`src/rtl/evcnt_pkg.sv`:
```
package evcnt_pkg;

  localparam int BYTE_W = 8;
  localparam int LANES  = 4;

  // byte position inside a counter's four-byte window
  typedef enum logic [1:0] {
    LANE_ZERO = 2'd0,
    LANE_HI   = 2'd1,
    LANE_MID  = 2'd2,
    LANE_LO   = 2'd3
  } lane_e;

endpackage

```
`src/rtl/evcnt_decode.sv`:
```
module evcnt_decode
  import evcnt_pkg::*;
#(
  parameter int N     = 8,
  parameter int AW    = 8,
  parameter int BASE  = 8'h40,
  parameter int IDX_W = 3
) (
  input  logic [AW-1:0]    addr,
  output logic             hit,
  output logic [IDX_W-1:0] idx,
  output lane_e            lane
);

  localparam int          SPAN   = N * LANES;
  localparam logic [AW:0] BASE_X = (AW+1)'(BASE);
  localparam logic [AW:0] SPAN_X = (AW+1)'(SPAN);

  logic [AW:0] off;

  always_comb begin
    off  = {1'b0, addr} - BASE_X;
    hit  = !off[AW] && (off < SPAN_X);
    idx  = off[IDX_W+1:2];
    lane = lane_e'(off[1:0]);
  end

endmodule

```
`src/rtl/evcnt_cell.sv`:
```
module evcnt_cell
  import evcnt_pkg::*;
#(
  parameter int W = 20
) (
  input  logic         clk,
  input  logic         rst,
  input  logic         inc,
  input  logic         wr_en,
  input  lane_e        wr_lane,
  input  logic [7:0]   wdata,
  output logic [W-1:0] value,
  output logic         inc_evt,
  output logic         wrap_evt
);

  localparam int HI_W = W - 16;

  logic [W-1:0] cnt_q;
  logic [W-1:0] cnt_d;
  logic         step;

  always_comb begin
    step  = inc && !wr_en;
    cnt_d = cnt_q;
    if (wr_en) begin
      case (wr_lane)
        LANE_HI:  cnt_d[W-1:16] = wdata[HI_W-1:0];
        LANE_MID: cnt_d[15:8]   = wdata;
        LANE_LO:  cnt_d[7:0]    = wdata;
        default:  cnt_d         = cnt_q;
      endcase
    end else if (inc) begin
      cnt_d = cnt_q + W'(1);
    end
  end

  // count state deliberately outside the reset domain
  always_ff @(posedge clk) begin
    cnt_q <= cnt_d;
  end

  always_ff @(posedge clk) begin
    if (rst) begin
      inc_evt  <= 1'b0;
      wrap_evt <= 1'b0;
    end else begin
      inc_evt  <= step;
      wrap_evt <= step && (&cnt_q);
    end
  end

  assign value = cnt_q;

endmodule

```
`src/rtl/evcnt_hold.sv`:
```
module evcnt_hold #(
  parameter int HW = 12
) (
  input  logic          clk,
  input  logic          rst,
  input  logic          load,
  input  logic [HW-1:0] din,
  output logic [HW-1:0] q
);

  always_ff @(posedge clk) begin
    if (rst) begin
      q <= '0;
    end else if (load) begin
      q <= din;
    end
  end

endmodule

```
`src/rtl/evcnt_bank.sv`:
```
module evcnt_bank
  import evcnt_pkg::*;
#(
  parameter int N    = 8,
  parameter int W    = 20,
  parameter int AW   = 8,
  parameter int BASE = 8'h40
) (
  input  logic          clk,
  input  logic          rst,
  input  logic          stop_mode,
  input  logic [AW-1:0] bus_addr,
  input  logic          bus_rd,
  input  logic          bus_wr,
  input  logic [7:0]    bus_wdata,
  output logic [7:0]    bus_rdata,
  input  logic [N-1:0]  inc,
  output logic [N-1:0]  inc_evt,
  output logic [N-1:0]  wrap_evt
);

  localparam int IDX_W = (N > 1) ? $clog2(N) : 1;
  localparam int HW    = W - 8;
  localparam int HI_W  = W - 16;

  logic             dec_hit;
  logic [IDX_W-1:0] dec_idx;
  lane_e            dec_lane;
  logic             wr_ok;
  logic             snap_ld;
  logic [W-1:0]     cnt_val [N];
  logic [N*W-1:0]   cnt_flat;
  logic [W-1:0]     sel_val;
  logic [HW-1:0]    hold_q;
  logic [7:0]       rd_next;

  evcnt_decode #(
    .N(N), .AW(AW), .BASE(BASE), .IDX_W(IDX_W)
  ) u_dec (
    .addr (bus_addr),
    .hit  (dec_hit),
    .idx  (dec_idx),
    .lane (dec_lane)
  );

  assign wr_ok = bus_wr && stop_mode && dec_hit && (dec_lane != LANE_ZERO);

  for (genvar i = 0; i < N; i++) begin : g_cnt
    evcnt_cell #(.W(W)) u_cell (
      .clk      (clk),
      .rst      (rst),
      .inc      (inc[i]),
      .wr_en    (wr_ok && (dec_idx == IDX_W'(i))),
      .wr_lane  (dec_lane),
      .wdata    (bus_wdata),
      .value    (cnt_val[i]),
      .inc_evt  (inc_evt[i]),
      .wrap_evt (wrap_evt[i])
    );
    assign cnt_flat[i*W +: W] = cnt_val[i];
  end

  assign sel_val = dec_hit ? cnt_val[dec_idx] : '0;
  assign snap_ld = bus_rd && dec_hit && (dec_lane == LANE_LO);

  evcnt_hold #(.HW(HW)) u_hold (
    .clk  (clk),
    .rst  (rst),
    .load (snap_ld),
    .din  (sel_val[W-1:8]),
    .q    (hold_q)
  );

  always_comb begin
    rd_next = 8'h00;
    if (bus_rd && dec_hit) begin
      case (dec_lane)
        LANE_HI:  rd_next = {{(8-HI_W){1'b0}}, hold_q[HW-1:8]};
        LANE_MID: rd_next = hold_q[7:0];
        LANE_LO:  rd_next = sel_val[7:0];
        default:  rd_next = 8'h00;
      endcase
    end
  end

  always_ff @(posedge clk) begin
    if (rst) begin
      bus_rdata <= 8'h00;
    end else begin
      bus_rdata <= rd_next;
    end
  end

endmodule

```
`config.mk`:
```
export PLATFORM = sky130hd
export DESIGN_NAME = evcnt_bank
export DESIGN_NICKNAME = d
export VERILOG_FILES = /design/src/rtl/evcnt_pkg.sv /design/src/rtl/evcnt_decode.sv /design/src/rtl/evcnt_cell.sv /design/src/rtl/evcnt_hold.sv /design/src/rtl/evcnt_bank.sv
export SDC_FILE = /design/constraint.sdc
export NUM_CORES = 1
export LEC_CHECK = 0
export ABC_AREA = 1
export BUFFER_PORTS_ARGS = -buffer_cell sky130_fd_sc_hd__buf_2
export CORE_AREA = 3 3 169 171
export CTS_CLUSTER_DIAMETER = 80
export CTS_CLUSTER_SIZE = 14
export DETAILED_ROUTE_END_ITERATION = 8
export DIE_AREA = 0 0 172 174
export PLACE_DENSITY = 0.71
export SYNTH_ARGS = -nofsm -noshare
export SYNTH_HDL_FRONTEND = slang
export SYNTH_SLANG_ARGS = --single-unit
export TNS_END_PERCENT = 10
```
`constraint.sdc`:
```
create_clock -name clk -period 2.5 [get_ports clk]
set_clock_uncertainty 0.05 [all_clocks]
set_input_delay 0.375 -clock clk [delete_from_list [all_inputs] [get_ports clk]]
set_output_delay 0.375 -clock clk [all_outputs]
set_load 0.02 [all_outputs]
```
Word-level counts from Yosys, hierarchy flattened --
Cells that the tools add are included.
Storage, ports and cells: bits in registers 196, input port bits 29, output and inout port bits 24
Cells by class: $add $sub $neg 9, order comparisons 2, equal/unequal tests 34, multiplexer cells 24, bitwise logic cells 2, reductions and logical operators 82
Operators with widths (number):
- 20-bit two-way mux | 19
- 20-bit by 1-bit adder with 20-bit output (second input constant) | 8
- 20-bit AND reduction | 8
- 20-bit binary-select mux with 3-bit select | 1
- 2-bit inequality test (second input constant) | 24
- 2-bit AND reduction | 24
- 1-bit logical AND | 30
- 8-bit case mux with 3 select lines | 1
- 2-bit nonzero test | 9
- 8-bit two-way mux | 2
- 3-bit == test (second input constant) | 4
- 1-bit logical NOT | 9
- 9-bit by 6-bit < comparator with 1-bit output (second input constant) | 1
- 8-bit by 7-bit subtractor with 9-bit output (second input constant) | 1
- 3-bit by 2-bit == test with 1-bit output (second input constant) | 2
- 2-bit == test (second input constant) | 2
- 4-bit >= comparator (second input constant) | 1
- 4-bit two-way mux | 1
- 3-bit NOT with 4-bit output | 1
- 3-bit by 1-bit == test with 1-bit output (second input constant) | 1
- 3-bit logical NOT | 1
- 2-bit by 1-bit == test with 1-bit output (second input constant) | 1
- 2-bit OR reduction | 1
- 1-bit NOT | 1

Depth between registers and ports, before layout --
Gate-level depths: netlist of the first run.
word-level depth 9, depth in mapped cells 11

By module --
Synthesis of the first run repeated with hierarchy kept, for this count alone.
Second synthesis, totals: cell total of the unflattened synthesis 1939, area total of the unflattened synthesis 13500.4 µm²
By module, submodules not included:
- evcnt_cell | instances 8, cells an instance 184, area an instance 1380.1 µm²
- evcnt_bank | instances 1, cells an instance 378, area an instance 1886.8 µm²
- evcnt_hold | instances 1, cells an instance 76, area an instance 496.7 µm²
- evcnt_decode | instances 1, cells an instance 13, area an instance 76.3 µm²

Least setup slack after synthesis of the first run --
OpenSTA, ideal clock, no wires.
path kind input-to-reg, from input bus_addr[6], to register g_cnt[7].u_cell.cnt_q[0], enable pin, arrival time 2.110 ns, data required time 2.066 ns, slack -0.044 ns, cell stages on the path 9, path buffers 1, path through inv_1 ha_1 nand2_1 nor3_4 nand2_4 nor2_1 nand2_1 buf_2 o21ai_0
Between the ends: word-level cells in the longest chain between the ends 8
Ends and longest elaborated chain:
- start, declared | RTL line evcnt_bank.sv:12 | input logic [AW-1:0] bus_addr,
- 8-bit by 7-bit subtractor with 9-bit output (*) | RTL line evcnt_decode.sv:22 | off = {1'b0, addr} - BASE_X;
- 9-bit by 6-bit < comparator with 1-bit output or 1-bit logical NOT (tied branches) | RTL line evcnt_decode.sv:23 | hit = !off[AW] && (off < SPAN_X);
- 1-bit logical AND (*) | RTL line evcnt_decode.sv:23
- 1-bit logical AND (*) (2 in a row) | RTL line evcnt_bank.sv:46 | assign wr_ok = bus_wr && stop_mode && dec_hit && (dec_lane != LANE_ZERO);
- 1-bit logical AND (*) | RTL line evcnt_bank.sv:53 | .wr_en (wr_ok && (dec_idx == IDX_W'(i))),
- 2-bit inequality test (no source line) or 2-bit nonzero test (tied branches)
- 2-bit AND reduction (no source line) (*)
- end signal, assigned | RTL line evcnt_cell.sv:40 | cnt_q <= cnt_d;
- end, declared | RTL line evcnt_cell.sv:19 | logic [W-1:0] cnt_q;
Every way passes the cells marked *; elsewhere a longest branch is shown, timed or not. A chain may end at the register's enable or synchronous reset.

Worst setup path in the final report of the first run --
from input bus_addr[6], to register g_cnt[7].u_cell.cnt_q[12], enable pin
Same word-level chain as after synthesis.

==> results of run 1 <==
-- worst max path at each step --
stage	from	endpoint	slack [ns]	depth (start not counted)
CTS	bus_addr[6]	g_cnt[7].u_cell.value[9]	0.57	10
floorplan	bus_addr[6]	g_cnt[7].u_cell.value[0]	-0.04	9
finish	bus_addr[6]	g_cnt[7].u_cell.value[12]	0.56	10
detailed placement	bus_addr[6]	g_cnt[0].u_cell.value[13]	0.12	10
global route	bus_addr[6]	g_cnt[7].u_cell.value[9]	0.43	10
global placement	bus_addr[6]	g_cnt[0].u_cell.value[7]	0.12	10
-- cell families (layout without fill, tap and decap cells) --
logic type                 count (synthesis)  count (layout)  synth area share (%)
buffers and inverters                    308             368                  9.47
DFF                                      196             196                  40.7
adders and majority gates                  9               9                 0.830
other                                      0               1                     0
AOI/OAI and AO/OA                        142             142                  5.32
xor gates and xnor gates                  64              64                  4.13
and+or+nand+nor                         1314            1314                  39.5
-- area by class of cell --
cell class	instances	area share, %
Multi-Input combinational cell	1529	45.4
Sequential cell	196	37.2
Inverter	234	5.93
Timing Repair Buffer	102	4.45
Clock buffer	19	2.98
Tap cell	341	2.87
Clock inverter	13	1.13
Antenna cell	1	0.0168
-- cell usage after synthesis --
| cell | instances |
|---|---|
| sky130_fd_sc_hd__a21oi_1 | 24 |
| sky130_fd_sc_hd__a21oi_4 | 1 |
| sky130_fd_sc_hd__and2_0 | 1 |
| sky130_fd_sc_hd__buf_1 | 2 |
| sky130_fd_sc_hd__buf_2 | 23 |
| sky130_fd_sc_hd__buf_4 | 18 |
| sky130_fd_sc_hd__buf_6 | 4 |
| sky130_fd_sc_hd__clkbuf_1 | 27 |
| sky130_fd_sc_hd__clkinv_1 | 1 |
| sky130_fd_sc_hd__clkinv_2 | 2 |
| sky130_fd_sc_hd__dfxtp_1 | 36 |
| sky130_fd_sc_hd__edfxtp_1 | 160 |
| sky130_fd_sc_hd__ha_1 | 9 |
| sky130_fd_sc_hd__inv_1 | 223 |
| sky130_fd_sc_hd__inv_2 | 8 |
| sky130_fd_sc_hd__nand2_1 | 916 |
| sky130_fd_sc_hd__nand2_4 | 5 |
| sky130_fd_sc_hd__nand3_1 | 158 |
| sky130_fd_sc_hd__nand3b_1 | 14 |
| sky130_fd_sc_hd__nand4_1 | 23 |
| sky130_fd_sc_hd__nand4_2 | 1 |
| sky130_fd_sc_hd__nor2_1 | 177 |
| sky130_fd_sc_hd__nor2_8 | 1 |
| sky130_fd_sc_hd__nor3_1 | 12 |
| sky130_fd_sc_hd__nor3_2 | 1 |
| sky130_fd_sc_hd__nor3_4 | 2 |
| sky130_fd_sc_hd__o21ai_0 | 111 |
| sky130_fd_sc_hd__o21ai_1 | 6 |
| sky130_fd_sc_hd__or2_2 | 3 |
| sky130_fd_sc_hd__xnor2_1 | 5 |
| sky130_fd_sc_hd__xor2_1 | 59 |
-- where the power goes --
group / internal, uW / total, uW / switching, uW / leakage [uW]
Combinational: 392 / 1240 / 846 / 0.00530
Sequential: 3780 / 3990 / 212 / 0.00186
Clock: 1540 / 2930 / 1380 / 0.000289
-- worst max-delay path: stages --
cell                      delay [ns]
sky130_fd_sc_hd__buf_2          0.10
sky130_fd_sc_hd__inv_1          0.04
sky130_fd_sc_hd__ha_1           0.29
sky130_fd_sc_hd__nand2_1        0.08
sky130_fd_sc_hd__nor3_4         0.22
sky130_fd_sc_hd__nand2_4        0.14
sky130_fd_sc_hd__nor2_1         0.16
sky130_fd_sc_hd__nand2_1        0.21
sky130_fd_sc_hd__o21ai_0        0.21
sky130_fd_sc_hd__buf_4          0.21
-- sequential cells by signal (all words and copies together) (netlist names) --
name                   count
g_cnt.u_cell.value       160
u_hold.q                  12
bus_rdata                  8
g_cnt.u_cell.inc_evt       8
g_cnt.u_cell.wrap_evt      8
-- metrics by stage --
| step | hold WS, ns | TNS (ns) |
|---|---|---|
| floorplan | 0.388 | -0.817 |
| global placement | 0.402 | 0 |
| detailed placement | 0.405 | 0 |
| CTS | 0.150 | 0 |
| global route | 0.174 | 0 |
| finish | 0.156 | 0 |
-- layout by cell type, fill, tap and decap left out, types with 17 or more instances in the layout --
| cell type | netlist | final |
|---|---|---|
| sky130_fd_sc_hd__nand2_1 | 916 | 916 |
| sky130_fd_sc_hd__buf_2 | 23 | 52 |
| sky130_fd_sc_hd__inv_1 | 223 | 223 |
| sky130_fd_sc_hd__edfxtp_1 | 160 | 160 |
| sky130_fd_sc_hd__clkbuf_16 | 0 | 17 |
| sky130_fd_sc_hd__buf_4 | 18 | 48 |
| sky130_fd_sc_hd__nand4_1 | 23 | 23 |
| sky130_fd_sc_hd__a21oi_1 | 24 | 24 |
| sky130_fd_sc_hd__nor2_1 | 177 | 177 |
| sky130_fd_sc_hd__o21ai_0 | 111 | 111 |
| sky130_fd_sc_hd__dfxtp_1 | 36 | 36 |
| sky130_fd_sc_hd__xor2_1 | 59 | 59 |
| sky130_fd_sc_hd__nand3_1 | 158 | 158 |
-- routing by layer --
layer / track usage [%] / vias to the layer above / part of all wire (%)
met5: 0 / - / 0
met3: 4.46 / 87 / 11
li1: - / 6490 / -
met1: 41.8 / 6173 / 43
met2: 43.4 / 734 / 44
met4: 7.68 / 0 / 2.6
==> run_results.csv, run 1 <==
group,metric,value,unit
status,run_status,"finished clean",
die,chipWidth,172,um
logic_synthesis,synth_largest_type_area_fraction,35.4,%
clocking,cts_made_buffers,17,
die,fp.dieArea,29900,um^2
timing,report.final.hold_viol_count,0,
die,vertical_die_dimension,174,um
logic_synthesis,synth_area,13600,um^2
power,power_per_cell_area,549,nW/um^2
cells_and_area,final_core_utilization,55.0,%
power,ir_drop,0.390,mV
timing,period_share,77.6,%
logic_synthesis,yosysUniqueCellTypes,31,
timing,max_freq,516,MHz
setup_path,launching_point_of_the_worst_reg2reg_path,"g_cnt[7].u_cell.value[0]",
timing,drv_slew,0,
grt,initial_antenna_violation_count,0,
clocking,post_cts_setup_repair_bufs,0,
setup_path,worst_ep_required_time,2.60,ns
grt,globalRoute.totalOverflow,0,
logic_synthesis,synthesis.area_per_instance,6.67,um^2
hold_path,hold-path-endpoint,"g_cnt[7].u_cell.inc_evt",
power,total_leakage_power,0.00745,uW
timing,setup_slack,0.561,ns
setup_path,reg2reg_setup_slack,0.61,ns
logic_synthesis,seq_area_frac_synth,40.7,%
setup_path,worst_setup_path_end_kind,"register",
clocking,clk_pin_slew,0.08,ns
setup_path,critical_path.max_fanout,8,
setup_path,r2r_end,"g_cnt[7].u_cell.value[16]",
cells_and_area,final.fill_count,2608,
routing,drc_errors,0,
logic_synthesis,synth_cells,2033,
routing,via_count,13500,
logic_synthesis,synth_nets,2071,
logic_synthesis,synth.yosys.warnings,0,
cells_and_area,area_growth_syn_to_fin,9.56,%
timing,max-slew-margin-rel,52.3,%
die,fp.coreArea,27000,um^2
setup_path,critPathArrivalTime,2.04,ns
die,floorplan.initialDensity,50.2,%
grt,grt_pass1_wl,66100,um
routing,first_iter_violations,1559,
setup_path,criticalPathCategory,"in2reg",
clocking,tritoncts,"done",
timing,timing_worst_slew_pin_value,0.714,ns
place,portBuffers,52,
die,io_pins,53,
timing,finalSetupViolations,0,
grt,first_global_vias,12300,
cells_and_area,multi_input_area,6750,um^2
cells_and_area,layoutNonFillerInstCount,2435,
clocking,cts_root_buffer,"sky130_fd_sc_hd__clkbuf_16",
hold_path,hold_class,"in2reg",
clocking,cts_num_sinks,196,
clocking,cts.htree.levels,4,
place,pre_cts_ws,0.118,ns
grt,global_route.usage.total,28.3,%
hold_path,min_delay_path_depth,3,
die,row_count,60,
logic_synthesis,ys_ff_latch,196,
routing,route.antenna.remaining_nets,0,
routing,wl,42600,um
run,max_cap_viol_count,0,
cells_and_area,layout.area.seq,5530,um^2
cells_and_area,post-route-cell-area,14900,um^2
clocking,post_cts_resize_count,0,
setup_path,r2r.worst_path.cells,8,
logic_synthesis,synth_top_area_cell,"sky130_fd_sc_hd__edfxtp_1",
timing,final.min_clock_period,1.94,ns
clocking,clk-insertion-delay-late,0.44,ns
power,post-layout-total-power,8160,uW
clocking,clock_tree.buffer_depth,2,
routing,routed_via_density,5.54,
place,placement.cell_area,14200,um^2
hold_path,worst_hold_startpoint,"inc[7]",
place,gpl.final_weighted_congestion,0.970,
timing,setup_repair_after_global_routing_missed_its_margin,"no",
grt,largest_net_degree_at_the_start_of_global_routing,41,
place,place_hpwl,32300,um
place,dp.cells,2402,
clocking,ctsHoldBuffers,0,
routing,detailedRoute.firstPassIterationCount,6,
cells_and_area,final_net_count,2118,
logic_synthesis,synthTopCellsByArea,"sky130_fd_sc_hd__edfxtp_1, sky130_fd_sc_hd__nand2_1, sky130_fd_sc_hd__inv_1",
cells_and_area,drive_gt1_share,7.50,%
setup_path,critical_path.startpoint_type,"input port",
routing,route.detailed.wl_per_inst,17.5,um
No activity file was read; power rests on OpenSTA's default activity.
==> run 2, diff against run 1 <==
--- a/config.mk
+++ b/config.mk
@@ -5,13 +5,13 @@
 export SDC_FILE = /design/constraint.sdc
 export NUM_CORES = 1
 export LEC_CHECK = 0
-export ABC_AREA = 1
+export ABC_AREA = 0
 export BUFFER_PORTS_ARGS = -buffer_cell sky130_fd_sc_hd__buf_2
-export CORE_AREA = 3 3 169 171
+export CORE_AREA = 3 3 158 160
 export CTS_CLUSTER_DIAMETER = 80
 export CTS_CLUSTER_SIZE = 14
 export DETAILED_ROUTE_END_ITERATION = 8
-export DIE_AREA = 0 0 172 174
+export DIE_AREA = 0 0 161 163
 export PLACE_DENSITY = 0.71
 export SYNTH_ARGS = -nofsm -noshare
 export SYNTH_HDL_FRONTEND = slang
==> constraint.sdc (replaced) <==
create_clock -name clk -period 1.6 [get_ports clk]
set_clock_uncertainty 0.05 [all_clocks]
set_input_delay 0.24 -clock clk [delete_from_list [all_inputs] [get_ports clk]]
set_output_delay 0.24 -clock clk [all_outputs]
set_load 0.02 [all_outputs]
==> run_results.csv, run 2 <==
group,metric,value,unit
status,run_status,"complete, but fails checks",
status,violations,"negative setup slack",
clocking,cts_made_buffers,17,
clocking,clk-insertion-delay-late,0.44,ns
cells_and_area,top_library_cells_by_usage_in_the_layout_fill_and_taps_aside,"sky130_fd_sc_hd__buf_4, sky130_fd_sc_hd__edfxtp_1, sky130_fd_sc_hd__a21oi_1",
timing,max_freq,496,MHz
timing,setup_slack,-0.417,ns
die,floorplan.initialDensity,50.0,%
routing,wl,46200,um
place,place_hpwl,30100,um
logic_synthesis,synth-edff-count,160,
setup_path,launching_point_of_the_worst_reg2reg_path,"g_cnt[7].u_cell.value[0]",
hold_path,hold_class,"in2reg",
logic_synthesis,synth_nets,1186,
setup_path,r2r.worst_path.cells,5,
setup_path,reg2reg_setup_slack,-0.42,ns
die,row_count,56,
clocking,tritoncts,"done",
grt,grt_pass1_wl,65200,um
clocking,clk_pin_slew,0.08,ns
power,seq_power_share,45.1,%
timing,finalSetupViolations,197,
clocking,clock_tree.buffer_depth,2,
die,fp.dieArea,26200,um^2
setup_path,critical_path.max_fanout,3,
timing,report.final.hold_viol_count,0,
power,switchingPower,3880,uW
power,share_clk_of_total_power,33.6,%
logic_synthesis,synth_top_area_cell,"sky130_fd_sc_hd__edfxtp_1",
place,pre_cts_ws,-0.688,ns
power,total_leakage_power,0.00659,uW
grt,initial_antenna_violation_count,0,
clocking,ctsHoldBuffers,0,
clocking,cts_root_buffer,"sky130_fd_sc_hd__clkbuf_16",
logic_synthesis,ys_ff_latch,196,
grt,global_route.usage.total,32.5,%
logic_synthesis,yosysUniqueCellTypes,52,
logic_synthesis,synth_largest_type_area_fraction,40.8,%
cells_and_area,final_net_count,1565,
cells_and_area,area_growth_syn_to_fin,48.0,%
logic_synthesis,synth_cells,1148,
hold_path,worst_hold_startpoint,"inc[5]",
clocking,cts.htree.levels,4,
cells_and_area,layout_commonest_cell,"sky130_fd_sc_hd__buf_4",
die,io_pins,53,
grt,first_global_vias,11300,
routing,route.detailed.wl_per_inst,24.9,um
logic_synthesis,synth.yosys.warnings,0,
power,ir_drop,0.646,mV
setup_path,worst_ep_required_time,1.85,ns
place,portBuffers,52,
power,power_switching_share,28.1,%
logic_synthesis,synthMostInstantiatedCell,"sky130_fd_sc_hd__edfxtp_1",
setup_path,criticalPathCategory,"reg2reg",
die,chipWidth,161,um
timing,setup_repair_after_global_routing_missed_its_margin,"yes",
cells_and_area,antenna-diode-count,0,
hold_path,hold-path-endpoint,"g_cnt[5].u_cell.inc_evt",
routing,via_count,12300,
timing,period_share,126,%
logic_synthesis,synth_top_cells_by_count,"sky130_fd_sc_hd__edfxtp_1, sky130_fd_sc_hd__a21oi_1, sky130_fd_sc_hd__nor2_1",
hold_path,min_delay_path_depth,4,
setup_path,critical_path.startpoint_type,"register",
setup_path,critPathArrivalTime,2.27,ns
setup_path,r2r_end,"bus_rdata[0]",
cells_and_area,largest_reg_flops,160,
routing,drc_errors,0,
logic_synthesis,proportion_of_synthesized_flip_flops_having_asynchronous_set_or_reset,0,%
routing,routed_via_density,6.64,
routing,route.antenna.remaining_nets,0,
power,internal-power,9940,uW
logic_synthesis,synthesis.area_per_instance,10.3,um^2
grt,globalRoute.totalOverflow,0,
die,fp.coreArea,23500,um^2
logic_synthesis,synthTopCellsByArea,"sky130_fd_sc_hd__edfxtp_1, sky130_fd_sc_hd__mux4_2, sky130_fd_sc_hd__xnor2_1",
die,vertical_die_dimension,163,um
routing,detailedRoute.firstPassIterationCount,7,
run,max_cap_viol_count,0,
timing,timing_worst_slew_pin_value,0.701,ns
logic_synthesis,synth_top_flop_cell,"sky130_fd_sc_hd__edfxtp_1",
timing,finalSetupTns,-21.34,ns
grt,largest_net_degree_at_the_start_of_global_routing,29,
clocking,cts_num_sinks,196,
logic_synthesis,synth_area,11800,um^2
timing,finalHoldWorstSlack,0.147,ns
setup_path,worst_setup_path_end_kind,"register",
timing,max-slew-margin-rel,53.1,%
place,gpl.final_weighted_congestion,0.984,
timing,drv_slew,0,
timing,final.min_clock_period,2.02,ns
logic_synthesis,seq_area_frac_synth,46.9,%
power,power_per_cell_area,793,nW/um^2
cells_and_area,drive_gt1_share,47.1,%
routing,first_iter_violations,1865,
power,combinationalPowerShare,21.2,%
## run 2: cell types whose count changed after synthesis, moves of 24 or more
cell / previous run / this run
sky130_fd_sc_hd__nand4_1: 23 / 47
sky130_fd_sc_hd__a21oi_1: 24 / 126
sky130_fd_sc_hd__nor4_1: 0 / 42
sky130_fd_sc_hd__inv_1: 223 / 30
sky130_fd_sc_hd__xnor2_1: 5 / 93
sky130_fd_sc_hd__mux4_2: 0 / 39
sky130_fd_sc_hd__nor2_1: 177 / 113
sky130_fd_sc_hd__nor3_1: 12 / 50
sky130_fd_sc_hd__o21ai_0: 111 / 25
sky130_fd_sc_hd__nand3_1: 158 / 47
sky130_fd_sc_hd__nand2_1: 916 / 89
sky130_fd_sc_hd__xor2_1: 59 / 17
## run 2: through the flow
stage / instances / cell area [um^2] / util [%] / power (uW)
2_1_floorplan: 1148 / 11900 / - / 7450
3_3_place_gp: 1765 / 14700 / 62.4 / 8520
3_5_place_dp: 1765 / 14700 / 62.4 / 8570
4_1_cts: 1827 / 16500 / 70.0 / 13400
5_1_grt: 1859 / 17400 / 74.0 / 14200
6_report: 1859 / 17400 / 74.0 / 13800
## run 2: cell families (layout without fill, tap and decap cells)
group                      Yosys count  after routing  synth area share, %
buffers and inverters              102            494                 4.02
muxes                               50             50                 8.59
DFF                                196            196                 46.9
and+or+nand+nor                    465            465                 20.4
AOI/OAI and AO/OA                  216            216                 10.9
xor gates and xnor gates           110            110                 8.18
adders and majority gates            9              9                0.956
## run 2: worst max path at each step
stage / slack [ns] / cells after the start / endpoint / from
finish: -0.42 / 5 / bus_rdata[0] / g_cnt[7].u_cell.value[0]
global route: -0.49 / 5 / bus_rdata[3] / g_cnt[1].u_cell.value[3]
CTS: -0.33 / 5 / bus_rdata[0] / g_cnt[7].u_cell.value[0]
detailed placement: -0.69 / 9 / g_cnt[2].u_cell.value[14] / bus_addr[6]
global placement: -0.65 / 7 / g_cnt[3].u_cell.value[14] / bus_addr[6]
floorplan: -0.50 / 6 / g_cnt[7].u_cell.value[0] / bus_addr[6]
## run 2: per-layer routing
layer / track usage (%) / routed length [um] / up-vias
met4: 13.4 / 2300 / 0
li1: - / - / 5141
met3: 6.51 / 6130 / 203
met1: 45.3 / 17100 / 5957
met2: 50.2 / 20700 / 1039
met5: 0 / 0 / -
## run 2: power by group through the flow
| stage | clock network (uW) | logic (uW) | registers, uW |
|---|---|---|---|
| finish | 4650 | 2940 | 6240 |
| detailed placement | 0 | 2270 | 6300 |
| global placement | 0 | 2230 | 6290 |
| floorplan | 0 | 1150 | 6310 |
| CTS | 4640 | 2550 | 6190 |
| global route | 4860 | 3060 | 6250 |
## run 2: worst max-delay path, cell delays in order, from the launching register on
cell                       delay (ns)
sky130_fd_sc_hd__edfxtp_1        0.45
sky130_fd_sc_hd__buf_4           0.17
sky130_fd_sc_hd__mux4_2          0.47
sky130_fd_sc_hd__mux2_4          0.29
sky130_fd_sc_hd__a222oi_1        0.31
sky130_fd_sc_hd__nor2_1          0.14
## run 2: area by class of cell
class	count	area (um^2)
inverters	30	125
clock buffers	17	425
multi-input cells	850	7280
flip-flops and latches	196	5530
fillers	1514	6110
well taps	319	399
clock inverters	15	201
repair buffers	432	3470
## run 2: timing repair
item / CTS / global route
setup buffers: 31 / 38
cloned: 0 / 0
pin swaps: 104 / 79
endpoints found under the setup margin: 309 / 284
resized for setup: 184 / 138
